### src/rtl/gpio_pkg.sv
package gpio_pkg;

    localparam int REG_ADDR_W = 3;

    typedef enum logic [REG_ADDR_W-1:0] {
        RA_IN   = 3'd0,
        RA_OUT  = 3'd1,
        RA_DIR  = 3'd2,
        RA_FLAG = 3'd3,
        RA_EDGE = 3'd4,
        RA_IEN  = 3'd5,
        RA_FSEL = 3'd6,
        RA_RES  = 3'd7
    } gpio_reg_e;

    typedef enum logic {
        ST_WARM = 1'b0,
        ST_RUN  = 1'b1
    } edge_state_e;

endpackage

### src/rtl/gpio_sync.sv
module gpio_sync #(
    parameter int WIDTH  = 8,
    parameter int STAGES = 2
) (
    input  logic             clk,
    input  logic             rst_n,
    input  logic [WIDTH-1:0] async_in,
    output logic [WIDTH-1:0] sync_out
);

    for (genvar b = 0; b < WIDTH; b++) begin : g_bit
        logic [STAGES-1:0] chain_q;
        always_ff @(posedge clk or negedge rst_n) begin
            if (!rst_n) begin
                chain_q <= '0;
            end else if (STAGES == 1) begin
                chain_q <= async_in[b];
            end else begin
                chain_q <= {chain_q[STAGES-2:0], async_in[b]};
            end
        end
        assign sync_out[b] = chain_q[STAGES-1];
    end

endmodule

### src/rtl/gpio_edge.sv
module gpio_edge
    import gpio_pkg::*;
#(
    parameter int WIDTH  = 8,
    parameter int STAGES = 2
) (
    input  logic             clk,
    input  logic             rst_n,
    input  logic [WIDTH-1:0] level,
    input  logic [WIDTH-1:0] ana_dis,
    input  logic [WIDTH-1:0] fall_sel,
    output logic [WIDTH-1:0] edge_hit,
    output logic             run
);

    localparam int CNT_W = $clog2(STAGES + 1);
    localparam logic [CNT_W-1:0] WARM_LAST = CNT_W'(STAGES);

    edge_state_e      state_q, state_d;
    logic [CNT_W-1:0] cnt_q, cnt_d;
    logic [WIDTH-1:0] prev_q;
    logic [WIDTH-1:0] rise, fall;

    // state register
    always_ff @(posedge clk or negedge rst_n) begin
        if (!rst_n) begin
            state_q <= ST_WARM;
            cnt_q   <= '0;
        end else begin
            state_q <= state_d;
            cnt_q   <= cnt_d;
        end
    end

    // next state
    always_comb begin
        state_d = state_q;
        cnt_d   = cnt_q;
        unique case (state_q)
            ST_WARM: begin
                if (cnt_q == WARM_LAST) begin
                    state_d = ST_RUN;
                end else begin
                    cnt_d = cnt_q + 1'b1;
                end
            end
            ST_RUN: begin
                state_d = ST_RUN;
            end
        endcase
    end

    always_ff @(posedge clk or negedge rst_n) begin
        if (!rst_n) begin
            prev_q <= '0;
        end else begin
            prev_q <= level;
        end
    end

    assign rise = level & ~prev_q;
    assign fall = prev_q & ~level;

    // outputs
    always_comb begin
        run      = (state_q == ST_RUN);
        edge_hit = '0;
        if (state_q == ST_RUN) begin
            edge_hit = ((fall_sel & fall) | (~fall_sel & rise)) & ~ana_dis;
        end
    end

endmodule

### src/rtl/gpio_regs.sv
module gpio_regs
    import gpio_pkg::*;
#(
    parameter int WIDTH = 8
) (
    input  logic                  clk,
    input  logic                  rst_n,
    input  logic                  bus_we,
    input  logic [REG_ADDR_W-1:0] bus_addr,
    input  logic [WIDTH-1:0]      bus_wdata,
    output logic [WIDTH-1:0]      bus_rdata,
    input  logic [WIDTH-1:0]      in_val,
    input  logic [WIDTH-1:0]      edge_hit,
    output logic [WIDTH-1:0]      out_q,
    output logic [WIDTH-1:0]      dir_q,
    output logic [WIDTH-1:0]      flag_q,
    output logic [WIDTH-1:0]      edge_q,
    output logic [WIDTH-1:0]      ien_q,
    output logic [WIDTH-1:0]      fsel_q,
    output logic [WIDTH-1:0]      res_q,
    output logic                  irq
);

    gpio_reg_e        ra;
    logic [WIDTH-1:0] flag_base;

    assign ra = gpio_reg_e'(bus_addr);

    always_ff @(posedge clk or negedge rst_n) begin
        if (!rst_n) begin
            out_q  <= '0;
            dir_q  <= '0;
            edge_q <= '0;
            ien_q  <= '0;
            fsel_q <= '0;
            res_q  <= '0;
        end else if (bus_we) begin
            unique case (ra)
                RA_OUT:  out_q  <= bus_wdata;
                RA_DIR:  dir_q  <= bus_wdata;
                RA_EDGE: edge_q <= bus_wdata;
                RA_IEN:  ien_q  <= bus_wdata;
                RA_FSEL: fsel_q <= bus_wdata;
                RA_RES:  res_q  <= bus_wdata;
                RA_IN, RA_FLAG: ;
            endcase
        end
    end

    // a bus write replaces the flags, a fresh edge is OR-ed on top
    assign flag_base = (bus_we && ra == RA_FLAG) ? bus_wdata : flag_q;

    always_ff @(posedge clk or negedge rst_n) begin
        if (!rst_n) begin
            flag_q <= '0;
        end else begin
            flag_q <= flag_base | edge_hit;
        end
    end

    always_comb begin
        unique case (ra)
            RA_IN:   bus_rdata = in_val;
            RA_OUT:  bus_rdata = out_q;
            RA_DIR:  bus_rdata = dir_q;
            RA_FLAG: bus_rdata = flag_q;
            RA_EDGE: bus_rdata = edge_q;
            RA_IEN:  bus_rdata = ien_q;
            RA_FSEL: bus_rdata = fsel_q;
            RA_RES:  bus_rdata = res_q;
        endcase
    end

    assign irq = |(flag_q & ien_q);

endmodule

### src/rtl/gpio_pad.sv
module gpio_pad #(
    parameter int               WIDTH           = 8,
    parameter logic [WIDTH-1:0] PERIPH_DIR_MASK = '1
) (
    input  logic [WIDTH-1:0] out_q,
    input  logic [WIDTH-1:0] dir_q,
    input  logic [WIDTH-1:0] fsel_q,
    input  logic [WIDTH-1:0] res_q,
    input  logic [WIDTH-1:0] ana_dis,
    input  logic [WIDTH-1:0] per_out,
    input  logic [WIDTH-1:0] per_dir,
    output logic [WIDTH-1:0] pad_out,
    output logic [WIDTH-1:0] pad_oe,
    output logic [WIDTH-1:0] pad_pull_en,
    output logic [WIDTH-1:0] pad_pull_up
);

    logic [WIDTH-1:0] eff_dir;

    for (genvar b = 0; b < WIDTH; b++) begin : g_bit
        if (PERIPH_DIR_MASK[b]) begin : g_periph_dir
            assign eff_dir[b] = fsel_q[b] ? per_dir[b] : dir_q[b];
        end else begin : g_reg_dir
            assign eff_dir[b] = dir_q[b];
        end
        assign pad_out[b]     = fsel_q[b] ? per_out[b] : out_q[b];
        assign pad_oe[b]      = eff_dir[b] & ~ana_dis[b];
        assign pad_pull_en[b] = res_q[b] & ~eff_dir[b] & ~ana_dis[b];
        assign pad_pull_up[b] = out_q[b];
    end

endmodule

### src/rtl/gpio_port_ctrl.sv
module gpio_port_ctrl
    import gpio_pkg::*;
#(
    parameter int               WIDTH           = 8,
    parameter int               SYNC_STAGES     = 2,
    parameter logic [WIDTH-1:0] PERIPH_DIR_MASK = 8'h0F
) (
    input  logic                  clk,
    input  logic                  rst_n,
    input  logic                  bus_we,
    input  logic [REG_ADDR_W-1:0] bus_addr,
    input  logic [WIDTH-1:0]      bus_wdata,
    output logic [WIDTH-1:0]      bus_rdata,
    input  logic [WIDTH-1:0]      pad_in,
    input  logic [WIDTH-1:0]      ana_dis,
    input  logic [WIDTH-1:0]      per_out,
    input  logic [WIDTH-1:0]      per_dir,
    output logic [WIDTH-1:0]      per_in,
    output logic [WIDTH-1:0]      pad_out,
    output logic [WIDTH-1:0]      pad_oe,
    output logic [WIDTH-1:0]      pad_pull_en,
    output logic [WIDTH-1:0]      pad_pull_up,
    output logic                  irq
);

    logic [WIDTH-1:0] sync_lvl, in_val, edge_hit;
    logic [WIDTH-1:0] out_q, dir_q, flag_q, edge_q, ien_q, fsel_q, res_q;
    logic             edge_run;

    gpio_sync #(.WIDTH(WIDTH), .STAGES(SYNC_STAGES)) u_sync (
        .clk      (clk),
        .rst_n    (rst_n),
        .async_in (pad_in),
        .sync_out (sync_lvl)
    );

    assign in_val = sync_lvl & ~ana_dis;
    assign per_in = in_val;

    gpio_edge #(.WIDTH(WIDTH), .STAGES(SYNC_STAGES)) u_edge (
        .clk      (clk),
        .rst_n    (rst_n),
        .level    (sync_lvl),
        .ana_dis  (ana_dis),
        .fall_sel (edge_q),
        .edge_hit (edge_hit),
        .run      (edge_run)
    );

    gpio_regs #(.WIDTH(WIDTH)) u_regs (
        .clk       (clk),
        .rst_n     (rst_n),
        .bus_we    (bus_we),
        .bus_addr  (bus_addr),
        .bus_wdata (bus_wdata),
        .bus_rdata (bus_rdata),
        .in_val    (in_val),
        .edge_hit  (edge_hit),
        .out_q     (out_q),
        .dir_q     (dir_q),
        .flag_q    (flag_q),
        .edge_q    (edge_q),
        .ien_q     (ien_q),
        .fsel_q    (fsel_q),
        .res_q     (res_q),
        .irq       (irq)
    );

    gpio_pad #(.WIDTH(WIDTH), .PERIPH_DIR_MASK(PERIPH_DIR_MASK)) u_pad (
        .out_q       (out_q),
        .dir_q       (dir_q),
        .fsel_q      (fsel_q),
        .res_q       (res_q),
        .ana_dis     (ana_dis),
        .per_out     (per_out),
        .per_dir     (per_dir),
        .pad_out     (pad_out),
        .pad_oe      (pad_oe),
        .pad_pull_en (pad_pull_en),
        .pad_pull_up (pad_pull_up)
    );

endmodule

### config.mk
export PLATFORM = sky130hd
export DESIGN_NAME = gpio_port_ctrl
export DESIGN_NICKNAME = d
export VERILOG_FILES = /design/src/rtl/gpio_pkg.sv /design/src/rtl/gpio_sync.sv /design/src/rtl/gpio_edge.sv /design/src/rtl/gpio_regs.sv /design/src/rtl/gpio_pad.sv /design/src/rtl/gpio_port_ctrl.sv
export SDC_FILE = /design/constraint.sdc
export NUM_CORES = 1
export LEC_CHECK = 0
export ABC_AREA = 1
export BUFFER_PORTS_ARGS = -buffer_cell sky130_fd_sc_hd__buf_4
export CAP_MARGIN = 20
export CORE_MARGIN = 10
export CORE_UTILIZATION = 58
export CTS_CLUSTER_DIAMETER = 150
export DETAILED_ROUTE_END_ITERATION = 10
export PLACE_DENSITY = 0.86
export SLEW_MARGIN = 10
export SYNTH_ARGS = -nofsm -noshare
export SYNTH_HDL_FRONTEND = slang
export SYNTH_SLANG_ARGS = --single-unit
export TNS_END_PERCENT = 50
### constraint.sdc
create_clock -name clk -period 7 [get_ports clk]
set_clock_uncertainty 0.2 [all_clocks]
set_input_delay 2.1 -clock clk [delete_from_list [all_inputs] [get_ports clk]]
set_output_delay 2.1 -clock clk [all_outputs]
set_load 0.02 [all_outputs]
==> results of run 1 <==
final cells by class:
cell class | count | area share (%)
well taps | 80 | 2.05
multi-input cells | 357 | 33.6
repair buffers | 91 | 14.4
inverters | 35 | 2.69
clock buffers | 12 | 3.18
flip-flops and latches | 83 | 42.6
clock inverters | 4 | 1.49
layer usage:
layer	GRT usage [%]	share of wire (%)	vias to the layer above
met5	0	0	-
met4	8.24	1.7	0
met3	4.36	7.8	20
met2	33.9	50	168
met1	26.6	41	1825
li1	-	-	1807
power by group:
| group | switching (mW) | leakage (nW) | internal (mW) | total, mW |
|---|---|---|---|---|
| registers | 0.0627 | 0.995 | 0.547 | 0.610 |
| clock network | 0.171 | 0.113 | 0.220 | 0.391 |
| logic | 0.194 | 1.42 | 0.134 | 0.328 |
worst min path at each step:
stage / endpoint / start / depth (start not counted)
final: u_sync.g_bit[1].chain_q[1] / u_sync.g_bit[1].chain_q[0] / 0
after global routing: u_sync.g_bit[3].chain_q[1] / u_sync.g_bit[3].chain_q[0] / 0
after floorplan: u_sync.g_bit[0].chain_q[1] / u_sync.g_bit[0].chain_q[0] / 0
after CTS: u_sync.g_bit[5].chain_q[1] / u_sync.g_bit[5].chain_q[0] / 0
after global placement: u_sync.g_bit[1].chain_q[1] / u_sync.g_bit[1].chain_q[0] / 0
after detailed placement: u_sync.g_bit[5].chain_q[1] / u_sync.g_bit[5].chain_q[0] / 0
state kept, by name, summed over array words and instances, names as in the netlist:
signal                cells
u_regs.ien_q              8
u_edge.run                1
u_edge.cnt_q              2
u_regs.res_q              8
u_regs.fsel_q             8
u_regs.out_q              8
u_sync.g_bit.chain_q     16
u_regs.dir_q              8
u_edge.prev_q             8
u_regs.edge_q             8
u_regs.flag_q             8
critical path: cells and delay by family:
| family | cells | cell delay, ps |
|---|---|---|
| buf+inv | 3 | 830 |
| simple gates | 4 | 670 |
cells by family (layout without fill, tap and decap cells):
kind of cell             after synthesis  after routing
AND/OR/NAND/NOR                      286            286
flip-flops                            83             83
AO/OA/AOI/OAI                         69             69
buffers and inverters                 55            142
adder cells (fa/ha/maj)                1              1
XOR/XNOR                               1              1
cell usage in the layout (no fill, tap or decap), types with 5 or more instances in the layout:
cell type and count:
nor2_1 59, nand2_1 148, o211ai_1 8, clkbuf_8 11
o21bai_1 5, o21ai_0 48, nand3_1 40, dfrtp_1 83
nand4_1 35, inv_1 34, buf_4 90
==> flow_summary.toml, run 1 <==
[cells_and_area]
design_area_sq_mm = 0.00488
register_area_sq_mm = 0.00208
multi_input_area_sq_mm = 0.00164
layoutNonFillerInstCount = 662
utilization_pct = 72.6
nets = 624
drive_above_1_share_pct = 19.1
fillers = 517
antenna-diode-count = 0
syn2layout_area_growth_pct = 23.5

[synthesis]
synth_top_family_by_area = "simple AND/OR/NAND/NOR gates"
post_synth_fa_ha_maj_area_fraction_pct = 0.317
ys_types = 22
synth_top_area_share_pct = 52.6
synthFlopType = "dfrtp_1"
synthMuxAreaShare_pct = 0
yosysMostFrequentCell = "nand2_1"
synth-simple-area-share_pct = 31.1
synth_top_area_cell = "dfrtp_1"
ys_top_cells_by_area = "dfrtp_1, nand2_1, o21ai_0"
ys_top_cells_by_count = "nand2_1, dfrtp_1, nor2_1"
synthArstFlopShare_pct = 100
synth_nets = 542
synth_area_sq_mm = 0.00395
ys_seq_area_share_pct = 52.6
ys_warn_count = 0
synth-edff-count = 0
synth_seq_cells = 83
synth_compound_area_share_pct = 9.85
syn_inst = 495
avgSynthCellArea_sq_um = 7.98
synthXorXnorAreaFrac_pct = 0.222

[worst_setup_path]
cp.arrival_ps = 3610
crit_path_max_fanout = 39
critPathCapture = "bus_rdata[4]"
max_stage_delay_ps = 350
crit_required_ps = 4700
critPathSlowestCell = "buf_4"
worstReg2RegStart = "u_edge.run"
r2r_end = "u_regs.flag_q[3]"
r2r_slack_ps = 5730
ff2ff_path_depth = 4
startpoint = "bus_addr[0]"
worstPathCellList = "buf_4, inv_1, nand3_1, nor2_1, nor2_1, nand3_1, buf_4"
path_class = "in -> out"
cp-end-kind = "primary output"
startpoint_type = "primary input"

[placed_design]
gp_congestion = 0.855
placed_cells = 645
placed_area_sq_mm = 0.00462
preCtsSetupSlack_ps = 1140
dp_hpwl_um = 7880
portBuffers = 90

[pwr]
p_leak_nw = 2.53
total_power_mw = 1.33
power_per_cell_area_mw_per_mm2 = 272
ir_drop_v = 0.000125

[clocking]
cts_setup_buffers = 0
ctsHtreeMaxLevel = 3
cts.sinks = 83
numCtsBuffers = 9
cts_tree = "built"
path_clk_slew_ps = 80
root_buffer = "clkbuf_8"
clockBufferDepth = 2
clock_latency_ps = 360
ctsResizeCount = 0
cts_hold_buf = 0

[floorplan]
die_w_um = 103
num_io_pins = 95
initial_utilization_pct = 58.8
design.die.area_sq_mm = 0.0105
coreArea_sq_mm = 0.00672
die_h_um = 103
row_count = 30

[worst_hold_path]
hold_path_class = "reg -> reg"

[route]
via_per_inst = 5.77
drc = 0
wirelength_um = 10900
num_vias = 3820
first_pass_iters = 5
drt-initial-drc-count = 340
drt-wirelength-per-cell_um = 16.5
ant_nets = 0

[job]
maxCapViolCount = 0

[sta]
tightest_slew_ps = 649
finalHoldViolations = 0
relSlewSlack_pct = 56.6
max_freq_ghz = 0.169
slew_violations = 0
rsz0062_at_grt = "no"
fin_ws_ps = 1090
fin_tns_setup_ps = 0
fin_crit_sh_pct = 84.5
period_needed_ps = 5910
finalSetupViolations = 0
whs_ps = 151

[grt]
grt_pass1_vias = 3580
grt_pass1_wl_um = 17300
grt_use_total_pct = 20.8
antenna_found_initial = 0
grt_start_max_net_pins = 84
grt-ovfl-total = 0

[run_status]
status = "finished, final reports clean"
Note: power is estimated with default switching activity, not from simulation.
==> run 2, diff against run 1 <==
- CORE_UTILIZATION: 58 -> 48
- PLACE_DENSITY: 0.86 -> 0.76
- clock period: 7 -> 4.91 ns (I/O delays scaled with it)
==> run 2 against run 1 <==
Compared with the run above: clock power grew 31%; wire length grew 1.2%; register-to-register slack lost 2100 ps; critical path type unchanged; largest cell class unchanged; highest routed layer unchanged.
==> flow_summary.toml, run 2 (same netlist as run 1, synthesis figures left out) <==
[run_status]
status = "finished, final reports clean"

[pwr]
power_switching_mw = 0.621
power_per_cell_area_mw_per_mm2 = 376
internal_power_mw = 1.23
clkPwrFrac_pct = 27.8
power_frac_seq_pct = 46.9
p_sw_share_pct = 33.6
ir_drop_v = 0.000180
power_frac_comb_pct = 25.3
p_leak_nw = 2.53

[placed_design]
gp_congestion = 0.869
placed_area_sq_mm = 0.00467
portBuffers = 90
placed_cells = 672
dp_hpwl_um = 8050

[grt]
gr-max-usage-layer = "met2"
grt_pass1_vias = 3536
grt_pass1_wl_um = 18000
grt_start_max_net_pins = 84
grtUsageMet3_pct = 3.41
grtUsageMet1_pct = 23.2
antenna_found_initial = 0
grt-ovfl-total = 0
grtUsageMet2_pct = 28.4
grt_use_total_pct = 17.6

[cells_and_area]
nets = 626
antenna-diode-count = 0
largest_register_ffs = 16
layoutNonFillerInstCount = 689
regMostFlops = "u_sync.g_bit.chain_q"
fillers = 764
drive_above_1_share_pct = 19.5
syn2layout_area_growth_pct = 24.2
final_cell_mix = "nand2_1, buf_4, dfrtp_1, nor2_1, o21ai_0"
design_area_sq_mm = 0.00491
register_area_sq_mm = 0.00208
mostFrequentLayoutCell = "nand2_1"
multi_input_area_sq_mm = 0.00164

[floorplan]
initial_utilization_pct = 48.8
coreArea_sq_mm = 0.00809
die_w_um = 111
design.die.area_sq_mm = 0.0123
row_count = 33
die_h_um = 111
num_io_pins = 95

[clocking]
path_clk_slew_ps = 80
cts_setup_buffers = 0
ctsResizeCount = 0
clockBufferDepth = 2
cts_tree = "built"
ctsHtreeMaxLevel = 3
numCtsBuffers = 9
cts.sinks = 83
clock_latency_ps = 350
root_buffer = "clkbuf_8"
cts_hold_buf = 0

[route]
drc = 0
drt-wirelength-per-cell_um = 16.0
wirelength_um = 11000
ant_nets = 0
via_per_inst = 5.41
first_pass_iters = 5
drt-initial-drc-count = 390
num_vias = 3729

[worst_setup_path]
r2r_slack_ps = 3610
crit_path_max_fanout = 33
cp-end-kind = "primary output"
crit_required_ps = 3240
cp.arrival_ps = 2830
path_class = "in -> out"
startpoint_type = "primary input"

[sta]
relSlewSlack_pct = 54.4
rsz0062_at_grt = "no"
fin_tns_setup_ps = 0
max_freq_ghz = 0.222
finalHoldViolations = 0
tightest_slew_ps = 683
slew_violations = 0
finalSetupViolations = 0
fin_crit_sh_pct = 91.7
period_needed_ps = 4500

[job]
maxCapViolCount = 0

[worst_hold_path]
hold_path_class = "reg -> reg"
## run 2: area by class of cell
type	count	area share, %
multi-input cells	357	33.4
flip-flops and latches	83	42.3
inverters	35	2.68
clock buffers	10	2.81
repair buffers	93	14.6
well taps	105	2.68
clock inverters	6	1.45
## run 2: final timing paths
| check | cells past startpoint | from | end |
|---|---|---|---|
| worst max-delay path | 7 | bus_addr[2] | bus_rdata[4] |
| worst min-delay path | 0 | u_sync.g_bit[7].chain_q[0] | u_sync.g_bit[7].chain_q[1] |
| worst max register to register | 6 | u_edge.cnt_q[0] | u_edge.cnt_q[1] |
| worst min register to register | 0 | u_sync.g_bit[7].chain_q[0] | u_sync.g_bit[7].chain_q[1] |
| max in group asynchronous | 2 | rst_n | u_regs.ien_q[5] |
| min in group asynchronous | 1 | rst_n | u_regs.fsel_q[6] |
## run 2: per-layer routing
metal	vias to the layer above	share of wire, %
met5	-	0
met1	1781	44
met2	126	48
met3	9	6.5
met4	0	1.2
li1	1813	-
## run 2: power groups by stage
stage	sequential (mW)	clock [mW]	combinational, mW
after global routing	0.882	0.552	0.521
after detailed placement	0.878	0	0.466
final	0.867	0.513	0.466
after global placement	0.874	0	0.457
after floorplan	0.869	0	0.265
after CTS	0.865	0.523	0.468
## run 2: worst max-delay path: stages
cell and delay, ps:
buf_4 300, inv_1 370, nand4_1 190, nand2_1 80, nor2_1 100, nand3_1 110
buf_4 180
## run 2: metrics by stage
stage	setup slack [ps]	total power, mW	hold WS (ps)	utilization (%)
CTS	437	1.86	156	60.3
detailed placement	435	1.34	135	57.7
floorplan	776	1.13	131	-
global route	285	1.95	163	60.6
global placement	465	1.33	132	57.7
finish	409	1.85	154	60.6
